<file path="src/rtl/dirq_pkg.sv">
package dirq_pkg;
  parameter int CH_N    = 7;
  parameter int DATA_W  = 32;
  parameter int SPARE_W = 6;

  localparam int ERR_POS  = 15;
  localparam int EN_LSB   = 16;
  localparam int MEN_POS  = EN_LSB + CH_N;
  localparam int FLG_LSB  = MEN_POS + 1;
  localparam int MFLG_POS = FLG_LSB + CH_N;

  // Combined master-flag rule, shared so the bench can restate it separately.
  function automatic logic master_calc(input logic err_bit, input logic men,
                                       input logic [CH_N-1:0] flags);
    return err_bit | (men & (|flags));
  endfunction

  // Set condition for one channel flag.
  function automatic logic flag_set(input logic done, input logic err,
                                    input logic en, input logic men);
    return err | (done & en & men);
  endfunction
endpackage

</file>
<file path="src/rtl/dirq_wr_decode.sv">
module dirq_wr_decode
  import dirq_pkg::*;
(
  input  logic              wr_en,
  input  logic [DATA_W-1:0] wr_data,
  output logic              spare_we,
  output logic [SPARE_W-1:0] spare_wd,
  output logic              err_wd,
  output logic [CH_N-1:0]   en_wd,
  output logic              men_wd,
  output logic [CH_N-1:0]   clr_mask
);
  always_comb begin
    spare_we = wr_en;
    spare_wd = wr_data[SPARE_W-1:0];
    err_wd   = wr_data[ERR_POS];
    en_wd    = wr_data[EN_LSB +: CH_N];
    men_wd   = wr_data[MEN_POS];
    clr_mask = wr_en ? wr_data[FLG_LSB +: CH_N] : '0;
  end
endmodule

</file>
<file path="src/rtl/dirq_flag_bank.sv">
module dirq_flag_bank
  import dirq_pkg::*;
(
  input  logic            clk,
  input  logic            rst_n,
  input  logic [CH_N-1:0] done_evt,
  input  logic [CH_N-1:0] err_evt,
  input  logic [CH_N-1:0] en_q,
  input  logic            men_q,
  input  logic [CH_N-1:0] clr_mask,
  output logic [CH_N-1:0] flags_q,
  output logic [CH_N-1:0] set_evt
);
  for (genvar n = 0; n < CH_N; n++) begin : g_ch
    always_comb set_evt[n] = flag_set(done_evt[n], err_evt[n], en_q[n], men_q);

    always_ff @(posedge clk) begin
      if (!rst_n) flags_q[n] <= 1'b0;
      else if (set_evt[n]) flags_q[n] <= 1'b1;
      else if (clr_mask[n]) flags_q[n] <= 1'b0;
    end

    p_err_sets_flag_r5: assert property (@(posedge clk) disable iff (!rst_n)
      err_evt[n] |=> flags_q[n]);
    p_done_gated_r4: assert property (@(posedge clk) disable iff (!rst_n)
      (done_evt[n] && !err_evt[n] && !(en_q[n] && men_q) && !flags_q[n]) |=> !flags_q[n]);
    p_set_beats_clear_r8: assert property (@(posedge clk) disable iff (!rst_n)
      (done_evt[n] && en_q[n] && men_q && clr_mask[n]) |=> flags_q[n]);
    p_w1c_r3: assert property (@(posedge clk) disable iff (!rst_n)
      (clr_mask[n] && !done_evt[n] && !err_evt[n]) |=> !flags_q[n]);
  end
endmodule

</file>
<file path="src/rtl/dirq_master.sv">
module dirq_master
  import dirq_pkg::*;
(
  input  logic            err_q,
  input  logic            men_q,
  input  logic [CH_N-1:0] flags_q,
  output logic            master
);
  always_comb master = master_calc(err_q, men_q, flags_q);
endmodule

</file>
<file path="src/rtl/dma_irq_status.sv">
module dma_irq_status
  import dirq_pkg::*;
(
  input  logic              clk,
  input  logic              rst_n,
  input  logic              rd_en,
  input  logic              wr_en,
  input  logic [DATA_W-1:0] wr_data,
  input  logic [CH_N-1:0]   done_evt,
  input  logic [CH_N-1:0]   err_evt,
  output logic [DATA_W-1:0] rd_data,
  output logic              irq
);
  logic               spare_we;
  logic [SPARE_W-1:0] spare_wd;
  logic               err_wd;
  logic [CH_N-1:0]    en_wd;
  logic               men_wd;
  logic [CH_N-1:0]    clr_mask;

  logic [SPARE_W-1:0] spare_q;
  logic               err_q;
  logic [CH_N-1:0]    en_q;
  logic               men_q;
  logic [CH_N-1:0]    flags_q;
  logic [CH_N-1:0]    set_evt;
  logic               master;
  logic               any_err_evt;
  logic [DATA_W-1:0]  word;

  dirq_wr_decode u_dec (
    .wr_en(wr_en), .wr_data(wr_data), .spare_we(spare_we), .spare_wd(spare_wd),
    .err_wd(err_wd), .en_wd(en_wd), .men_wd(men_wd), .clr_mask(clr_mask)
  );

  assign any_err_evt = |err_evt;

  always_ff @(posedge clk) begin
    if (!rst_n) begin
      spare_q <= '0;
      err_q   <= 1'b0;
      en_q    <= '0;
      men_q   <= 1'b0;
    end else begin
      if (spare_we) begin
        spare_q <= spare_wd;
        en_q    <= en_wd;
        men_q   <= men_wd;
      end
      if (any_err_evt) err_q <= 1'b1;
      else if (wr_en)  err_q <= err_wd;
    end
  end

  dirq_flag_bank u_flags (
    .clk(clk), .rst_n(rst_n), .done_evt(done_evt), .err_evt(err_evt),
    .en_q(en_q), .men_q(men_q), .clr_mask(clr_mask),
    .flags_q(flags_q), .set_evt(set_evt)
  );

  dirq_master u_master (
    .err_q(err_q), .men_q(men_q), .flags_q(flags_q), .master(master)
  );

  always_comb begin
    word = '0;
    word[SPARE_W-1:0]      = spare_q;
    word[ERR_POS]          = err_q;
    word[EN_LSB +: CH_N]   = en_q;
    word[MEN_POS]          = men_q;
    word[FLG_LSB +: CH_N]  = flags_q;
    word[MFLG_POS]         = master;
  end

  assign rd_data = rd_en ? word : '0;
  assign irq     = master;

  p_err_sticky_r5: assert property (@(posedge clk) disable iff (!rst_n)
    any_err_evt |=> (err_q && irq));
  p_err_forces_irq_r6: assert property (@(posedge clk) disable iff (!rst_n)
    err_q |-> irq);
  p_quiet_no_irq_r6: assert property (@(posedge clk) disable iff (!rst_n)
    (!err_q && flags_q == '0) |-> !irq);
  p_irq_level_r7: assert property (@(posedge clk) disable iff (!rst_n)
    rd_en |-> (rd_data[MFLG_POS] == irq));
  p_reserved_zero_r2: assert property (@(posedge clk) disable iff (!rst_n)
    rd_data[ERR_POS-1:SPARE_W] == '0);
  p_idle_read_r9: assert property (@(posedge clk) disable iff (!rst_n)
    !rd_en |-> (rd_data == '0));
endmodule

</file>
<file path="config.mk">
export PLATFORM = sky130hd
export DESIGN_NAME = dma_irq_status
export DESIGN_NICKNAME = d
export VERILOG_FILES = /design/src/rtl/dirq_pkg.sv /design/src/rtl/dirq_wr_decode.sv /design/src/rtl/dirq_flag_bank.sv /design/src/rtl/dirq_master.sv /design/src/rtl/dma_irq_status.sv
export SDC_FILE = /design/constraint.sdc
export NUM_CORES = 1
export LEC_CHECK = 0
export ABC_AREA = 1
export BUFFER_PORTS_ARGS = -buffer_cell sky130_fd_sc_hd__clkbuf_2
export CELL_PAD_IN_SITES_DETAIL_PLACEMENT = 0
export CELL_PAD_IN_SITES_GLOBAL_PLACEMENT = 1
export CORE_ASPECT_RATIO = 0.75
export CORE_MARGIN = 4
export CORE_UTILIZATION = 27
export CTS_CLUSTER_DIAMETER = 40
export DETAILED_ROUTE_END_ITERATION = 8
export PLACE_DENSITY_LB_ADDON = 0.15
export SLEW_MARGIN = 15
export SYNTH_ARGS = -nofsm -noshare
export SYNTH_HDL_FRONTEND = slang
export SYNTH_SLANG_ARGS = --single-unit
</file>
<file path="constraint.sdc">
create_clock -name clk -period 2.13 [get_ports clk]
set_input_delay 0.426 -clock clk [delete_from_list [all_inputs] [get_ports clk]]
set_output_delay 0.426 -clock clk [all_outputs]
set_load 0.01 [all_outputs]
</file>
==> out/metrics.yaml <==
critical_path:
  cp-start-kind: "flip-flop"
  r2r_slack_ns: 1.24
  required_ns: 1.70
  crit_type: "flip-flop to output port"
  crit_fanout: 3
  crit_family: "flip-flops"
  cpMaxStageDelayCell: "dfxtp_1"
  path_buf_inv: 1
  cp_slowest_stage_delay_ns: 0.33
  path_cells: "nor2_1 -> nand2_1 -> o21ai_0 -> a21oi_1 -> clkbuf_2"
  end_kind: "output port"
  cp_data_arrival_time_ns: 1.22
routing:
  drc_errors: 0
  first_iter_violations: 24
  wl_per_cell_um: 10.7
  viasPerCell: 4.00
  wl_um: 3260
  detail_route.first_pass.iterations: 4
  final_antenna_net_count: 0
  dr_total_vias: 1225
placement:
  numPortBuffers: 63
  placed_area_mm2: 0.00150
  hpwl_um: 2570
  gp_congestion: 0.762
layout:
  n_antenna_cell: 0
  drive_above_1_share: 0.287
  areaGrowthSynthToFinish_pct: 31.1
  fin_nets: 303
  post-route-util: 0.374
  post-route-cell-area_mm2: 0.00154
  fillCellCount: 509
timing:
  clock_skew_ns: 0.00114
  fin_crit_ns: 1.64
  whs_ns: 0.384
  setup_viol: 0
  fmax_mhz: 609
  rsz0062_at_grt: "false"
  post-route-period-util: 0.772
  hold_viol: 0
  slew_viol_final: 0
  fin_tns_setup_ns: 0
synth:
  syn_area_mm2: 0.00118
  yosysWarningCount: 0
  synth_top_area_share: 0.374
  ys_types: 18
  syn_inst: 190
  async_flop_share: 0
  dominantRegCellSynth: "dfxtp_1"
  yosysTopAreaCell: "dfxtp_1"
  syn_avg_cell_area_um2: 6.20
  yosysMostFrequentCell: "nand2_1"
  ys_seq_elements: 22
  yosys-top-cells-area: "dfxtp_1 37%, nand2_1 14%, inv_1 12%"
  ys_seq_area_frac: 0.374
  synth.top_cells.by_count: "45 x nand2_1, 37 x inv_1, 32 x nor2_1"
  synth_edf_count: 0
power_and_ir_drop:
  p_sw_frac: 0.279
  ir_drop_v: 0.000240
  internal-power_uw: 643
  switching_power_uw: 249
  leakage_nw: 1.02
  seqPwrFrac: 0.515
  combPwrFrac: 0.202
  total_power_uw: 892
  p_clk_frac: 0.283
  pwr_density_cell_mw_per_mm2: 578
die:
  die_y_um: 65.2
  io-pin-count: 83
  die_w_um: 84.3
  row_count: 20
  initial_core_util: 0.285
  core-area_mm2: 0.00413
  die_area_mm2: 0.00549
run:
  cap_violations: 0
cts:
  postCtsHoldBufs: 0
  post-cts-setup-buffer-count: 0
  clk_pin_slew_worst_paths_ns: 0.08
  cts.sinks: 22
  insertion_delay_ns: 0.25
  cts_resized: 0
  cts_max_path_buffers: 2
  cts_htree_levels: 1
  root_buffer: "clkbuf_8"
  cts_tree: "yes"
  numCtsBuffers: 3
grt:
  grt_max_degree: 23
  grt_util_all_layers: 0.121
  first_global_vias: 1210
  antenna_found_initial: 0
  grt_pass1_wl_um: 5370
  grt-ovfl-total: 0
min_path:
  min_path_type: "input pin to flip-flop"
outcome:
  outcome: "completed"
[placed cells by master (no fill, tap or decap), drive strengths merged]
cell	Yosys	layout
clkbuf	2	66
nand2	47	47
inv	37	37
nor2	32	32
dfxtp	22	22
o21ai	19	19
nand3	11	11
conb	1	9
buf	15	4
a21oi	1	1
nand4	1	1
nor3	1	1
a21boi	1	1
[area by class of cell]
class | instances | area [um^2] | share of cell area
clock buffers | 3 | 41.3 | 0.0267
well taps | 55 | 68.8 | 0.0446
repair buffers | 67 | 345 | 0.224
multi-input cells | 122 | 509 | 0.330
inverters | 37 | 139 | 0.0900
flip-flops and latches | 22 | 440 | 0.285
[power by group through the flow]
stage	registers (mW)	logic, mW	clock network (mW)
floorplan	0.463	0.118	0
detailed placement	0.470	0.183	0
global route	0.464	0.208	0.288
finish	0.460	0.181	0.252
CTS	0.460	0.184	0.272
global placement	0.470	0.184	0
[layer usage]
| metal | share of wire | wire, um | GRT usage | vias up |
|---|---|---|---|---|
| li1 | - | - | - | 666 |
| met1 | 0.49 | 1600 | 0.156 | 508 |
| met2 | 0.42 | 1370 | 0.200 | 49 |
| met3 | 0.081 | 263 | 0.0376 | 2 |
| met4 | 0.0071 | 23 | 0.0241 | 0 |
| met5 | 0 | 0 | 0 | - |
[worst paths after layout]
check,endpoint,cells past startpoint,startpoint
worst max register to register,u_flags.flags_q[5],5,men_q
worst min register to register,spare_q[4],2,spare_q[4]
worst min-delay path,u_flags.flags_q[3],3,err_evt[3]
worst max-delay path,rd_data[31],5,u_flags.flags_q[1]
[cell families (layout without fill, tap and decap cells)]
logic type / after synthesis / after routing / synth area share
and+or+nand+nor: 92 / 92 / 0.312
DFF: 22 / 22 / 0.374
buffers and inverters: 54 / 107 / 0.219
other: 1 / 9 / 0.00319
AOI/OAI and AO/OA: 21 / 21 / 0.0914
[per-stage QoR]
stage / worst slack, ns / instances
after CTS: 0.445 / 306
after detailed placement: 0.548 / 303
after global routing: 0.258 / 306
after global placement: 0.521 / 303
after floorplan: 0.922 / 198
final: 0.487 / 306
[worst reg2reg max path, stage by stage, from the launching register on]
cell,delay [ns]
dfxtp_1,0.32
buf_4,0.17
nand3_1,0.07
nand2_1,0.05
o21ai_0,0.13
inv_1,0.05
[flip-flops by register name (all words and copies together) (netlist names)]
name and count:
en_q 7, u_flags.flags_q 7, spare_q 6, err_q 1, men_q 1
(Power assumes the default switching activity.)
